### src/rtl/wdt_pkg.sv
package wdt_pkg;
  localparam int unsigned ADDR_W = 3;

  localparam int unsigned A_RELOAD  = 0;
  localparam int unsigned A_RESTART = 1;
  localparam int unsigned A_ENABLE  = 2;
  localparam int unsigned A_CTRL    = 3;
  localparam int unsigned A_PULSE   = 4;
  localparam int unsigned A_MASK0   = 5;

  typedef enum logic [1:0] {
    RT_CPU  = 2'd0,
    RT_SOC  = 2'd1,
    RT_SYS  = 2'd2,
    RT_NONE = 2'd3
  } rst_type_e;

  typedef struct packed {
    logic      act_high;
    logic      push_pull;
    logic      ext_en;
    logic      alt_boot;
    rst_type_e rst_type;
  } ctrl_t;

  localparam ctrl_t CTRL_RST = '{act_high: 1'b0, push_pull: 1'b0, ext_en: 1'b0,
                                 alt_boot: 1'b0, rst_type: RT_SYS};
endpackage

### src/rtl/wdt_regs.sv
module wdt_regs
  import wdt_pkg::*;
#(
  parameter int unsigned     DATA_W      = 32,
  parameter int unsigned     CNT_W       = 32,
  parameter int unsigned     PW_W        = 16,
  parameter int unsigned     MASK_WORDS  = 2,
  parameter logic [CNT_W-1:0] RELOAD_RST = CNT_W'(1000),
  parameter logic [DATA_W-1:0] RESTART_KEY = 32'h5A5A_C3C3
) (
  input  logic                         clk_i,
  input  logic                         rst_ni,
  input  logic                         wr_en_i,
  input  logic [ADDR_W-1:0]            wr_addr_i,
  input  logic [DATA_W-1:0]            wr_data_i,
  output logic [CNT_W-1:0]             reload_o,
  output logic                         en_o,
  output ctrl_t                        ctrl_o,
  output logic [PW_W-1:0]              pulse_w_o,
  output logic [MASK_WORDS*DATA_W-1:0] mask_o,
  output logic                         restart_o
);
  localparam int unsigned CTRL_W = $bits(ctrl_t);

  logic [CNT_W-1:0]  reload_q;
  logic              en_q;
  ctrl_t             ctrl_q;
  logic [PW_W-1:0]   pw_q;
  logic [DATA_W-1:0] mask_q [MASK_WORDS];
  logic [MASK_WORDS-1:0] mask_hit;

  function automatic logic hit(input int unsigned a);
    return wr_en_i && (wr_addr_i == ADDR_W'(a));
  endfunction

  for (genvar w = 0; w < MASK_WORDS; w++) begin : g_mask
    assign mask_hit[w] = hit(A_MASK0 + w);
    assign mask_o[w*DATA_W +: DATA_W] = mask_q[w];
  end

  always_ff @(posedge clk_i or negedge rst_ni) begin
    if (!rst_ni) begin
      reload_q <= RELOAD_RST;
      en_q     <= 1'b0;
      ctrl_q   <= CTRL_RST;
      pw_q     <= '0;
      for (int w = 0; w < MASK_WORDS; w++) mask_q[w] <= '0;
    end else begin
      if (hit(A_RELOAD)) reload_q <= wr_data_i[CNT_W-1:0];
      if (hit(A_ENABLE)) en_q     <= wr_data_i[0];
      if (hit(A_CTRL))   ctrl_q   <= ctrl_t'(wr_data_i[CTRL_W-1:0]);
      if (hit(A_PULSE))  pw_q     <= wr_data_i[PW_W-1:0];
      for (int w = 0; w < MASK_WORDS; w++)
        if (mask_hit[w]) mask_q[w] <= wr_data_i;
    end
  end

  assign restart_o = hit(A_RESTART) && (wr_data_i == RESTART_KEY);
  assign reload_o  = reload_q;
  assign en_o      = en_q;
  assign ctrl_o    = ctrl_q;
  assign pulse_w_o = pw_q;
endmodule

### src/rtl/wdt_counter.sv
module wdt_counter #(
  parameter int unsigned CNT_W = 32
) (
  input  logic             clk_i,
  input  logic             rst_ni,
  input  logic             tick_i,
  input  logic             en_i,
  input  logic             restart_i,
  input  logic [CNT_W-1:0] reload_i,
  output logic             evt_o
);
  logic [CNT_W-1:0] cnt_q;

  always_ff @(posedge clk_i or negedge rst_ni) begin
    if (!rst_ni) begin
      cnt_q <= '0;
    end else if (restart_i || !en_i) begin
      cnt_q <= reload_i;
    end else if (tick_i) begin
      cnt_q <= (cnt_q == '0) ? reload_i : cnt_q - 1'b1;
    end
  end

  // a restart in the same clock wins over expiry
  assign evt_o = en_i && tick_i && !restart_i && (cnt_q == '0);


  restart_quiet_chk: assert property (@(posedge clk_i) disable iff (!rst_ni)
    (restart_i && en_i && reload_i != '0) |=> !evt_o);
endmodule

### src/rtl/wdt_action.sv
module wdt_action
  import wdt_pkg::*;
#(
  parameter int unsigned MW = 64
) (
  input  logic          clk_i,
  input  logic          rst_ni,
  input  logic          evt_i,
  input  logic          en_i,
  input  logic          restart_i,
  input  ctrl_t         ctrl_i,
  input  logic [MW-1:0] mask_i,
  output logic          cpu_rst_o,
  output logic [MW-1:0] soc_rst_o,
  output logic          sys_rst_o,
  output logic          alt_boot_o,
  output logic          timeout_o
);
  always_ff @(posedge clk_i or negedge rst_ni) begin
    if (!rst_ni) begin
      cpu_rst_o  <= 1'b0;
      soc_rst_o  <= '0;
      sys_rst_o  <= 1'b0;
      alt_boot_o <= 1'b0;
      timeout_o  <= 1'b0;
    end else begin
      cpu_rst_o  <= evt_i && (ctrl_i.rst_type == RT_CPU);
      soc_rst_o  <= (evt_i && (ctrl_i.rst_type == RT_SOC)) ? mask_i : '0;
      sys_rst_o  <= evt_i && (ctrl_i.rst_type == RT_SYS);
      alt_boot_o <= alt_boot_o || (evt_i && ctrl_i.alt_boot);
      if (restart_i || !en_i) timeout_o <= 1'b0;
      else if (evt_i)         timeout_o <= 1'b1;
    end
  end


  one_action_chk: assert property (@(posedge clk_i) disable iff (!rst_ni)
    $onehot0({cpu_rst_o, |soc_rst_o, sys_rst_o}));

  soc_in_mask_chk: assert property (@(posedge clk_i) disable iff (!rst_ni)
    (|soc_rst_o) |-> ((soc_rst_o & ~$past(mask_i)) == '0));

  none_quiet_chk: assert property (@(posedge clk_i) disable iff (!rst_ni)
    (evt_i && ctrl_i.rst_type == RT_NONE) |=> (!cpu_rst_o && !sys_rst_o && soc_rst_o == '0));

  alt_sticky_chk: assert property (@(posedge clk_i) disable iff (!rst_ni)
    alt_boot_o |=> alt_boot_o);
endmodule

### src/rtl/wdt_ext_pulse.sv
module wdt_ext_pulse #(
  parameter int unsigned PW_W = 16
) (
  input  logic            clk_i,
  input  logic            rst_ni,
  input  logic            tick_i,
  input  logic            evt_i,
  input  logic            ext_en_i,
  input  logic            push_pull_i,
  input  logic            act_high_i,
  input  logic [PW_W-1:0] width_i,
  output logic            pin_o,
  output logic            oe_o
);
  logic [PW_W-1:0] left_q;
  logic            active;
  logic            high_pol;

  always_ff @(posedge clk_i or negedge rst_ni) begin
    if (!rst_ni) begin
      left_q <= '0;
    end else if (evt_i && ext_en_i) begin
      left_q <= (width_i == '0) ? PW_W'(1) : width_i;
    end else if (tick_i && left_q != '0) begin
      left_q <= left_q - 1'b1;
    end
  end

  assign active   = (left_q != '0);
  // active-high only legal with push-pull drive
  assign high_pol = push_pull_i && act_high_i;

  always_comb begin
    if (!ext_en_i) begin
      oe_o  = 1'b0;
      pin_o = 1'b0;
    end else if (push_pull_i) begin
      oe_o  = 1'b1;
      pin_o = high_pol ? active : !active;
    end else begin
      oe_o  = active;
      pin_o = 1'b0;
    end
  end


  pulse_start_chk: assert property (@(posedge clk_i) disable iff (!rst_ni)
    (evt_i && ext_en_i) |=> (!ext_en_i || push_pull_i || oe_o));

  od_low_chk: assert property (@(posedge clk_i) disable iff (!rst_ni)
    (oe_o && !push_pull_i) |-> !pin_o);
endmodule

### src/rtl/wdt_dispatch.sv
module wdt_dispatch
  import wdt_pkg::*;
#(
  parameter int unsigned       DATA_W      = 32,
  parameter int unsigned       CNT_W       = 32,
  parameter int unsigned       PW_W        = 16,
  parameter int unsigned       MASK_WORDS  = 2,
  parameter logic [CNT_W-1:0]  RELOAD_RST  = CNT_W'(1000),
  parameter logic [DATA_W-1:0] RESTART_KEY = 32'h5A5A_C3C3
) (
  input  logic                         clk_i,
  input  logic                         rst_ni,
  input  logic                         tick_i,
  input  logic                         wr_en_i,
  input  logic [ADDR_W-1:0]            wr_addr_i,
  input  logic [DATA_W-1:0]            wr_data_i,
  output logic                         cpu_rst_o,
  output logic [MASK_WORDS*DATA_W-1:0] soc_rst_o,
  output logic                         sys_rst_o,
  output logic                         alt_boot_o,
  output logic                         timeout_o,
  output logic                         ext_pin_o,
  output logic                         ext_oe_o
);
  localparam int unsigned MW = MASK_WORDS * DATA_W;

  logic [CNT_W-1:0] reload;
  logic             en;
  ctrl_t            ctrl;
  logic [PW_W-1:0]  pulse_w;
  logic [MW-1:0]    mask;
  logic             restart;
  logic             evt;

  wdt_regs #(
    .DATA_W(DATA_W), .CNT_W(CNT_W), .PW_W(PW_W), .MASK_WORDS(MASK_WORDS),
    .RELOAD_RST(RELOAD_RST), .RESTART_KEY(RESTART_KEY)
  ) i_regs (
    .clk_i, .rst_ni, .wr_en_i, .wr_addr_i, .wr_data_i,
    .reload_o(reload), .en_o(en), .ctrl_o(ctrl), .pulse_w_o(pulse_w),
    .mask_o(mask), .restart_o(restart)
  );

  wdt_counter #(.CNT_W(CNT_W)) i_counter (
    .clk_i, .rst_ni, .tick_i, .en_i(en), .restart_i(restart),
    .reload_i(reload), .evt_o(evt)
  );

  wdt_action #(.MW(MW)) i_action (
    .clk_i, .rst_ni, .evt_i(evt), .en_i(en), .restart_i(restart),
    .ctrl_i(ctrl), .mask_i(mask),
    .cpu_rst_o, .soc_rst_o, .sys_rst_o, .alt_boot_o, .timeout_o
  );

  wdt_ext_pulse #(.PW_W(PW_W)) i_pulse (
    .clk_i, .rst_ni, .tick_i, .evt_i(evt),
    .ext_en_i(ctrl.ext_en), .push_pull_i(ctrl.push_pull), .act_high_i(ctrl.act_high),
    .width_i(pulse_w), .pin_o(ext_pin_o), .oe_o(ext_oe_o)
  );
endmodule

### config.mk
export PLATFORM = sky130hd
export DESIGN_NAME = wdt_dispatch
export DESIGN_NICKNAME = d
export VERILOG_FILES = /design/src/rtl/wdt_pkg.sv /design/src/rtl/wdt_regs.sv /design/src/rtl/wdt_counter.sv /design/src/rtl/wdt_action.sv /design/src/rtl/wdt_ext_pulse.sv /design/src/rtl/wdt_dispatch.sv
export SDC_FILE = /design/constraint.sdc
export NUM_CORES = 1
export LEC_CHECK = 0
export ABC_AREA = 1
export BUFFER_PORTS_ARGS = -buffer_cell sky130_fd_sc_hd__buf_2
export CORE_ASPECT_RATIO = 0.9
export CORE_MARGIN = 2
export CORE_UTILIZATION = 61
export CTS_BUF_LIST = sky130_fd_sc_hd__clkbuf_4 sky130_fd_sc_hd__clkbuf_8
export DETAILED_ROUTE_END_ITERATION = 7
export GPL_TIMING_DRIVEN = 1
export HOLD_SLACK_MARGIN = 0.06
export PLACE_DENSITY = 0.86
export SYNTH_ARGS = -nofsm -noshare
export SYNTH_HDL_FRONTEND = slang
export SYNTH_SLANG_ARGS = --single-unit
### constraint.sdc
create_clock -name clk_i -period 2.1 [get_ports clk_i]
set_input_delay 0.21 -clock clk_i [delete_from_list [all_inputs] [get_ports clk_i]]
set_output_delay 0.21 -clock clk_i [all_outputs]
set_load 0.01 [all_outputs]
==> impl_results.md <==
* Syn nets at approximately 1,400
* Reg clk slew, reported paths at about 0.06 ns
* Fmax at 481 MHz
* Global-route wire length before repair at 44.7 mm
* Largest net degree at the start of global routing at 79
* Count of final hold-check violations at 0
* Setup violation total in the final timing report at 0
* Most numerous cell in the Yosys netlist: sky130_fd_sc_hd__nand2_1
* Crit path launch type: flop
* Number of cells traversed by the worst hold path at 3
* Fill cell count at ~1,100
* Min-delay worst type: input port to flop
* Origin of the worst setup path: i_pulse.left_q[10]$_DFFE_PN0P_
* Top-level I/O count at between 100 and 150
* Unrepaired setup endpoints after global routing: yes
* DRC violation count after routing at 0
* Multi-input gate area at ~4000 sq um
* Skew final at between 0.015 and 0.02 ns
* DR iter-0 viols at 905
* Worst-skew pair later-pin latency at between 0.5 and 0.6 ns
* Sequential share of the synthesized area at around 55%
* Pre-CTS setup slack at 0.0245 ns
* Gp weighted congestion at just under 0.9
* Synth Area per Inst at between 8 and 9 sq um
* Final-stage net count at about 1,500
* Setup Crit Path Kind: flop to primary output
* Final worst path period share at between 90% and 100%
* Area of the core region at ~17,000 sq um
* Post-route design area at around 13,000 sq um
* Initial core utilization at 62.6%
* DPL Wire Length at 17.5 mm
* Max-cap check violation count at 0
* Synth Register Bits at 235
* Proportion of netlist area held by the largest area contributor at between 50% and 60%
* Number of warnings issued by yosys at 0
* Residual antenna-violating net count after detailed routing at 0
* Worst setup path endpoint: ext_oe_o
* Die area at ~19,000 sq um
* Total power at about 0.014 W
* Die H at between 100 and 150 microns
* Shortest clock period the worst path allows after layout at 2.08 ns
* Width of the die at roughly 140 microns
* Kind of end point of the critical path: primary output
* Global route total overflow at 0
* Run status: completed
* Clock Tree Root: sky130_fd_sc_hd__clkbuf_8
* Final Slew Violations at 0
* Power per unit of standard cell area at around 1100 nW/um^2
* Std cell rows at 45
* Final core utilization at approximately three quarters
* Initial antenna violation count at 0
* Via count of the first global-routing pass at around 9,200
* Worst Reg2Reg Path Length in Cells at 11
* Share of layout cells above drive strength 1 at a little under a quarter
* Largest cells by area after synthesis: sky130_fd_sc_hd__dfrtp_1 54%, sky130_fd_sc_hd__nand2_1 13%, sky130_fd_sc_hd__inv_1 6.7%, sky130_fd_sc_hd__o21ai_0 6.3%, sky130_fd_sc_hd__nand3_1 4.5%
* Synthesized instance count at roughly 1,300
* Highest net fanout along the worst path at 4
* Synth-to-Final Area Change at 22.8%
* H-tree levels at 2
* Count of vias placed by the detailed router at between 9,000 and 10,000
* Total length of routed wires at approximately 30 mm
* Slew margin rel. at approximately three fifths
* Buffer depth of the longest clock path at 3
* Primary flip-flop cell chosen by synthesis mapping: sky130_fd_sc_hd__dfrtp_1
* CTS tree: done
* Library cell with the largest summed area after synthesis: sky130_fd_sc_hd__dfrtp_1
* Leakage at between 6 and 7 nW
* Asr flop ratio synth at between 90% and 100%
* Routed via count divided by cell count at 5.50
* Area of the mapped netlist at around 11,000 sq um
* Number of sinks driven by the clock tree at 235
* Total cell area at the placement stage at about 12,000 sq um
* Routed WL per cell at 16.9 microns
* Clock buffer count from CTS at 37
* Post-synth EDFFs at 0
* DR pass1 iterations at 5
* Required time of the worst setup path at ~1.9 ns
* Startpoint of the worst-slack reg-to-reg timing path: i_counter.cnt_q[1]$_DFFE_PN0P_
* Slack of the worst reg-to-reg path at about 0.060 ns
* VDD IR-drop max at 0.672 mV
* Setup slack after layout at approximately 0.021 ns
* Data arrival time of the critical path at roughly 1.9 ns
* All-Layer GR Usage at between 30 and 40%
* Number of antenna repair diodes at 0
* Count of cell types in the netlist at 30
* Slew at the pin closest to its max-slew limit at ~0.6 ns
* IO buf count at 108
* Endpoint of the lowest-slack register-to-register path: i_action.soc_rst_o[46]$_DFF_PN0_
* FF+latch area at slightly below 6000 sq um
* Top cells by count, synth: 364 x sky130_fd_sc_hd__nand2_1, 228 x sky130_fd_sc_hd__dfrtp_1, 189 x sky130_fd_sc_hd__inv_1
cell usage in the layout (no fill, tap or decap), drive strengths merged:
cell type / Yosys / final
or2: 4 / 4
bufinv: 0 / 1
clkinvlp: 0 / 2
nand3: 97 / 97
dfrtp: 228 / 228
xor2: 9 / 9
a41oi: 1 / 1
o21ai: 137 / 137
nor2: 174 / 174
a31oi: 1 / 1
buf: 14 / 166
nand2: 364 / 364
ha: 4 / 4
nor3: 4 / 4
dlygate4sd3: 0 / 19
inv: 190 / 190
nand3b: 3 / 3
clkinv: 0 / 4
nand4: 21 / 21
xnor2: 10 / 10
clkbuf: 32 / 63
a21o: 1 / 1
a21oi: 6 / 6
dfstp: 7 / 7
o21bai: 1 / 1
nor4: 1 / 1
layout make-up:
type                            count  share of cell area (%)
Clock buffer                       60                    5.60
Clock inverter                      7                   0.497
Inverter                          190                    5.45
Multi-Input combinational cell    838                    30.7
Sequential cell                   235                    45.1
Tap cell                          235                    2.25
Timing Repair Buffer              188                    10.5
per-layer routing:
metal  global-route usage [%]  share of wire, %  vias up
li1                         -                 -     4422
met1                     38.9                39     4621
met2                     52.2                49      480
met3                     5.76               7.8      119
met4                     12.3               4.6        0
met5                        0                 0        -
report_power, final:
| part | total [W] | switching [W] | internal (W) |
|---|---|---|---|
| sequential | 0.00622 | 0.000827 | 0.00539 |
| clock | 0.00413 | 0.00180 | 0.00234 |
| combinational | 0.00378 | 0.00227 | 0.00150 |
per-stage QoR:
step	setup TNS (ns)	std cells	hold WS, ns
finish	0	1753	0.0661
global route	-2.36	1753	0.0874
CTS	-0.0414	1724	0.0633
detailed placement	0	1634	0.226
global placement	0	1634	0.223
floorplan	0	1309	-0.0856
state kept, by name (all words and copies together), names as in the netlist:
name / flops
i_regs.en_o: 1
i_regs.pulse_w_o: 16
i_regs.reload_o: 32
i_regs.mask_o: 64
i_regs.ctrl_o: 6
i_action.cpu_rst_o: 1
i_counter.cnt_q: 32
i_action.sys_rst_o: 1
i_action.alt_boot_o: 1
i_pulse.left_q: 16
i_action.timeout_o: 1
i_action.soc_rst_o: 64
worst min path at each step:
| stage | slack, ns | endpoint | from |
|---|---|---|---|
| after floorplan | -0.09 | i_action.alt_boot_o$_DFF_PN0_ | rst_ni |
| after global placement | 0.22 | i_action.soc_rst_o[37]$_DFF_PN0_ | rst_ni |
| after detailed placement | 0.23 | i_action.soc_rst_o[34]$_DFF_PN0_ | rst_ni |
| after CTS | 0.06 | i_regs.mask_o[28]$_DFFE_PN0P_ | wr_data_i[28] |
| after global routing | 0.09 | i_regs.mask_o[26]$_DFFE_PN0P_ | wr_data_i[26] |
| final | 0.07 | i_regs.reload_o[26]$_DFFE_PN0P_ | wr_data_i[26] |
timing repair:
item                                    CTS  global route
setup buffers                             4            23
resized for setup                         9            58
endpoints found under the setup margin    4           103
cloned                                    0             6
hold buffers                             19             0
endpoints found under the hold margin   111             0
pin swaps                                 1            20
worst max-delay path, cell delays in order (launching register included):
cell and delay (ns):
sky130_fd_sc_hd__dfrtp_2 0.43, sky130_fd_sc_hd__nor2_4 0.15, sky130_fd_sc_hd__nand2_1 0.08, sky130_fd_sc_hd__nor2_1 0.10
sky130_fd_sc_hd__nand4_1 0.18, sky130_fd_sc_hd__o21ai_1 0.20, sky130_fd_sc_hd__inv_1 0.06, sky130_fd_sc_hd__buf_2 0.13
cell families (layout without fill, tap and decap cells):
logic type | Yosys count | count (layout) | synth area share [%]
buffers and inverters | 236 | 445 | 8.84
xor gates and xnor gates | 19 | 19 | 1.56
DFF | 235 | 235 | 55.3
and+or+nand+nor | 668 | 668 | 26.8
adders and majority gates | 4 | 4 | 0.470
AOI/OAI and AO/OA | 147 | 147 | 7.04
(Power assumes the default switching activity.)
